<file path="config.mk">
export PLATFORM = sky130hd
export DESIGN_NAME = flagbrk
export DESIGN_NICKNAME = d
export VERILOG_FILES = /design/src/rtl/flagbrk_pkg.sv /design/src/rtl/flagbrk_clr_en.sv /design/src/rtl/flagbrk_cell.sv /design/src/rtl/flagbrk.sv
export SDC_FILE = /design/constraint.sdc
export NUM_CORES = 1
export LEC_CHECK = 0
export CELL_PAD_IN_SITES_DETAIL_PLACEMENT = 1
export CELL_PAD_IN_SITES_GLOBAL_PLACEMENT = 1
export CORE_MARGIN = 8
export CORE_UTILIZATION = 29
export CTS_BUF_LIST = sky130_fd_sc_hd__clkbuf_4 sky130_fd_sc_hd__clkbuf_8
export DETAILED_ROUTE_END_ITERATION = 10
export GPL_TIMING_DRIVEN = 0
export PLACE_DENSITY_LB_ADDON = 0.1
export SETUP_SLACK_MARGIN = 0.3
export SLEW_MARGIN = 30
export SYNTH_ARGS = -nofsm -noshare
export SYNTH_HDL_FRONTEND = slang
export SYNTH_SLANG_ARGS = --single-unit
</file>
<file path="constraint.sdc">
create_clock -name clk_i -period 1 [get_ports clk_i]
set_input_delay 0.2 -clock clk_i [delete_from_list [all_inputs] [get_ports clk_i]]
set_output_delay 0.2 -clock clk_i [all_outputs]
set_load 0.03 [all_outputs]
</file>
<file path="src/rtl/flagbrk_pkg.sv">
package flagbrk_pkg;
  typedef struct packed {
    logic set;
    logic rd;
    logic acc;
  } flag_evt_t;
endpackage

</file>
<file path="src/rtl/flagbrk_clr_en.sv">
module flagbrk_clr_en (
  input  logic clk_i,
  input  logic rst_ni,
  input  logic we_i,
  input  logic wd_i,
  input  logic brk_i,
  output logic en_o,
  output logic clr_ok_o
);
  logic en_q;

  always_ff @(posedge clk_i or negedge rst_ni) begin
    if (!rst_ni)   en_q <= 1'b0;
    else if (we_i) en_q <= wd_i;
  end

  assign en_o     = en_q;
  assign clr_ok_o = !brk_i || en_q;
endmodule

</file>
<file path="src/rtl/flagbrk_cell.sv">
module flagbrk_cell
  import flagbrk_pkg::*;
(
  input  logic      clk_i,
  input  logic      rst_ni,
  input  flag_evt_t evt_i,
  input  logic      clr_ok_i,
  output logic      flag_o,
  output logic      armed_o
);
  logic flag_q, armed_q;

  always_ff @(posedge clk_i or negedge rst_ni) begin
    if (!rst_ni) begin
      flag_q  <= 1'b0;
      armed_q <= 1'b0;
    end else if (evt_i.set) begin
      flag_q  <= 1'b1;
      armed_q <= 1'b0;
    end else if (clr_ok_i) begin
      if (armed_q && evt_i.acc) begin
        flag_q  <= 1'b0;
        armed_q <= 1'b0;
      end else if (flag_q && evt_i.rd) begin
        armed_q <= 1'b1;
      end
    end
  end

  assign flag_o  = flag_q;
  assign armed_o = armed_q;
endmodule

</file>
<file path="src/rtl/flagbrk.sv">
module flagbrk
  import flagbrk_pkg::*;
#(
  parameter int N = 4
) (
  input  logic         clk_i,
  input  logic         rst_ni,
  input  logic [N-1:0] set_i,
  input  logic [N-1:0] rd_stat_i,
  input  logic [N-1:0] acc_data_i,
  input  logic         brk_i,
  input  logic         clr_en_we_i,
  input  logic         clr_en_wd_i,
  output logic         clr_en_o,
  output logic [N-1:0] flag_o
);
  logic         clr_ok;
  logic [N-1:0] armed;

  flagbrk_clr_en u_clr_en (
    .clk_i    (clk_i),
    .rst_ni   (rst_ni),
    .we_i     (clr_en_we_i),
    .wd_i     (clr_en_wd_i),
    .brk_i    (brk_i),
    .en_o     (clr_en_o),
    .clr_ok_o (clr_ok)
  );

  for (genvar k = 0; k < N; k++) begin : g_lane
    flag_evt_t evt;
    assign evt = '{set: set_i[k], rd: rd_stat_i[k], acc: acc_data_i[k]};

    flagbrk_cell u_cell (
      .clk_i    (clk_i),
      .rst_ni   (rst_ni),
      .evt_i    (evt),
      .clr_ok_i (clr_ok),
      .flag_o   (flag_o[k]),
      .armed_o  (armed[k])
    );
  end
endmodule

</file>
---- After elaboration in Yosys (flattened, before gate mapping) ----
Cells that the tools add are included.
storage, ports and cells
  flip-flop bits (word level) ............. 9
  bits in latches ......................... 0
  RAM bits ................................ 0
  memory bits (read-only) ................. 0
  input bits .............................. 17
  output and inout port bits .............. 5
  logic and storage cells ................. 67
  memories ................................ 0
operators by class
  add/subtract/negate cells ............... 0
  $mul .................................... 0
  div/mod/pow operators ................... 0
  order comparisons ....................... 0
  equal/unequal tests ..................... 0
  shift operators ......................... 0
  muxes and demuxes ....................... 28
  bitwise gates (word level) .............. 0
  reduce and logical (&&, ||, !) cells .... 30
operators by type and width
  operator             number
  $mux W1              28
  $reduce_and A2 Y1    8
  $reduce_bool A2 Y1   8
  $reduce_bool A3 Y1   4
  $logic_and A1 B1 Y1  8
  $logic_not A1 Y1     1
  $logic_or A1 B1 Y1   1

---- Depth between registers and ports, before layout ----
  depth after elaboration ................. 5
  gate-level depth with buffers ........... 4

---- Modules after synthesis ----
From an unflattened synthesis, not the netlist that was laid out.
unflattened totals
  cell total of the unflattened synthesis .. 31
  area total of the unflattened synthesis .. 406.6 sq um
by module, submodules not included
  module          times used  cells each  area an instance (sq um)  sequential area each (sq um)
  flagbrk_cell    4           7           90.1                      50.0
  flagbrk_clr_en  1           3           46.3                      25.0

---- Worst setup path before layout ----
No wires, ideal clock.
  kind .................................... reg2reg
  from .................................... register u_clr_en.en_q, in the netlist u_clr_en.en_o
  to ...................................... register g_lane[3].u_cell.flag_q
  setup time .............................. 0.118 ns
  data arrival time ....................... 1.009 ns
  slack ................................... -0.127 ns
  stages on the path, launching flop included .. 5
  buffers on the path ..................... 1
  period minus slack after synthesis ...... 1.127 ns
  cell sequence ........................... dfrtp_1 > nand2b_1 > buf_6 > nand3_1 > a21o_1
between the ends
  cells in the longest elaborated chain, start to end .. 3
RTL lines
  element                       line                  source
  start: declaration            flagbrk_clr_en.sv:10  logic en_q;
  start signal: assignment      flagbrk_clr_en.sv:14  else if (we_i) en_q <= wd_i;
  $logic_or A1 B1 Y1            flagbrk_clr_en.sv:18  assign clr_ok_o = !brk_i || en_q;
  $reduce_bool A2 Y1 (no line)  n/a
  $reduce_and A2 Y1 (no line)   n/a
  end signal: assignment        flagbrk_cell.sv:15    flag_q <= 1'b0;
  end signal: assignment        flagbrk_cell.sv:18    flag_q <= 1'b1;
  end signal: assignment        flagbrk_cell.sv:22    flag_q <= 1'b0;
  end: declaration              flagbrk_cell.sv:11    logic flag_q, armed_q;
Every way passes these cells.
A chain may end at the register's enable or synchronous reset.

---- Worst setup path in the final report ----
  from .................................... register g_lane[3].u_cell.flag_q
  to ...................................... output port flag_o[3]
RTL lines
  element           line           source
  end: declaration  flagbrk.sv:15  output logic [N-1:0] flag_o
No word-level cell between the ends.

==> impl_metrics.tcl <==
set metrics [dict create \
    worst_ep_arrival_time_ns 0.89 \
    routedWlPerCell_um 13.79 \
    finalHoldViolations 0 \
    viasPerCell 4.862 \
    firstDrtPassIters 2 \
    start_util 0.2969 \
    grt.total_usage 0.08565 \
    status "finished, violations left" \
    nFillCells 164 \
    nNetsFinal 89 \
    synth_area_um2 431.7 \
    core_um2 1454 \
    r2r_start "u_clr_en.en_o$_DFFE_PN0P_" \
    finalNonFillerCells 87 \
    diodes 0 \
    drtIter0Drc 1 \
    clock_latency_ns 0.26 \
    min_from "clr_en_we_i" \
    clockBufferDepth 2 \
    finalWorstSetupSlack_ns -0.09494 \
    layout-drive-gt1-share 0.4085 \
    crit_type "reg -> out" \
    die_height_um 54.58 \
    crit_fanout 2 \
    cp-end-kind "primary output" \
    cts_tree "yes" \
    synth_area_leaders "dfrtp_1 (52%), nand4b_1 (8.1%), a21o_1 (7.0%)" \
    dp_hpwl_um 920.5 \
    grt_max_degree 10 \
    fin_util 0.5482 \
    h-tree-depth 1 \
    crit_path_start_kind "flip-flop" \
    routed_wl_um 1200 \
    finalMaxSlewViolations 0 \
    critPathLaunch "g_lane[3].u_cell.flag_o$_DFFE_PN0P_" \
    drtAntennaViolNets 0 \
    ys_ff_latch 9 \
    multi_input_area_um2 190.2 \
    fin_crit_ns 1.095 \
    critical_path_required_ns 0.80 \
    synthDistinctLibCells 12 \
    grt_overflow 0 \
    synth_ff_type "dfrtp_1" \
    synth_top_area_cell "dfrtp_1" \
    synth_edf_count 0 \
    whs_ns 0.2244 \
    violations "negative setup slack" \
    synth.most_common_cell "dfrtp_1" \
    skew_ns 0.0008791 \
    postSynthCellCount 41 \
    clk_pin_slew_worst_paths_ns 0.06 \
    fmax_ghz 0.9133 \
    rsz0062_at_grt "yes" \
    max_cap_violations 0 \
    dieArea_um2 2979 \
    power_density_nw_per_um2 1231 \
    place_congestion 0.7566 \
    synth_nets 58 \
    clock-sinks 9 \
    yosys.area.top_type_share 0.5217 \
    place_ws_ns -0.3355 \
    die_x_um 54.58 \
    vias 423 \
    cts-buffers-inserted 3 \
    min_path_type "in -> reg" \
    clock-root-buffer "clkbuf_4" \
    p_leak_nw 0.3500 \
    portBuffers 21 \
    ios 22 \
    synth_warnings 0 \
    drc 0 \
    syn_avg_cell_area_um2 10.53 \
    grt_pass1_vias 422 \
    antenna_found_initial 0 \
    peakVddDrop_v 0.0007319 \
    ys_seq_area_frac 0.5217 \
    grt_pass1_wl_um 1876 \
    tightest_slew_ns 0.4172 \
    place_inst 78 \
    async_flop_share 1.000 \
    register_area_um2 226.5 \
    post-route-period-util 1.095 \
    synthToLayoutAreaGrowth_pct 84.64 \
    row_count 14 \
    slew_headroom 0.7210 \
    setup_viol 5 \
]
-- flip-flops by register name (all words and copies together) (netlist names) --
register / cells
g_lane.u_cell.armed_o: 4
g_lane.u_cell.flag_o: 4
u_clr_en.en_o: 1
-- worst paths after layout --
path | end | slack [ns] | cells after the start
max in group asynchronous | u_clr_en.en_o$_DFFE_PN0P_ | 0.45 | 1
min reg2reg | g_lane[3].u_cell.armed_o$_DFFE_PN0P_ | 0.56 | 2
min | u_clr_en.en_o$_DFFE_PN0P_ | 0.22 | 2
max | flag_o[3] | -0.09 | 2
max reg2reg | g_lane[3].u_cell.flag_o$_DFFE_PN0P_ | 0.01 | 4
min in group asynchronous | g_lane[1].u_cell.armed_o$_DFFE_PN0P_ | 0.24 | 1
-- critical path, stage by stage (launching register included) --
cell     delay [ns]
dfrtp_1        0.39
buf_6          0.12
buf_6          0.12
-- stage by stage --
stage | cell area (um2) | power, mW | setup TNS [ns]
2_1_floorplan | 451.7 | 0.5214 | -0.1284
3_3_place_gp | 681.9 | 0.6359 | -3.573
3_5_place_dp | 681.9 | 0.6403 | -3.779
4_1_cts | 779.5 | 0.9923 | -0.5150
5_1_grt | 797.0 | 1.027 | -0.8117
6_report | 797.0 | 0.9813 | -0.4113
-- power breakdown --
group          total [mW]  internal (mW)  switching [mW]
Sequential          0.417          0.392          0.0247
Combinational       0.256          0.156          0.0998
Clock               0.308          0.181           0.127
-- layer usage --
metal | vias to the layer above | wire length (um) | global-route usage
met2 | 17 | 574 | 0.1245
met5 | - | 0 | 0
li1 | 198 | - | -
met4 | 0 | 0 | 0.02459
met3 | 0 | 158 | 0.05435
met1 | 208 | 467 | 0.1020
-- cell families (layout without fill, tap and decap cells) --
| family | after synthesis | in the layout | share of synthesized area |
|---|---|---|---|
| AO/OA/AOI/OAI | 12 | 12 | 0.1623 |
| multiplexers | 1 | 1 | 0.02609 |
| flip-flops | 9 | 9 | 0.5217 |
| AND/OR/NAND/NOR | 10 | 10 | 0.1594 |
| buffers and inverters | 9 | 39 | 0.1304 |
-- area by class of cell --
class | instances | area share
repair buffers | 26 | 0.3203
flip-flops and latches | 9 | 0.2841
multi-input cells | 23 | 0.2386
plain buffers | 5 | 0.07535
clock buffers | 4 | 0.03768
well taps | 16 | 0.02512
inverters | 4 | 0.01884
-- layout by cell type (no fill, tap or decap) --
cell	synthesis	layout
clkdlybuf4s50_1	0	14
buf_6	1	9
dfrtp_1	9	8
buf_4	4	5
nand3_2	0	4
a21o_1	4	4
inv_1	4	4
nand4b_1	4	4
a21oi_1	4	4
clkbuf_4	0	4
o21ai_1	0	2
o21ai_2	0	2
nand2b_4	0	1
buf_8	0	1
and2b_2	0	1
mux2_4	0	1
dlygate4sd2_1	0	1
dlymetal6s2s_1	0	1
dfrtp_2	0	1
-- repair_timing --
item	CTS	global route
setup buffers	4	1
gates cloned	0	0
gates resized for setup	45	3
pin swaps	7	7
setup endpoints to repair	14	14
hold buffers	0	0
(Power assumes the default switching activity.)
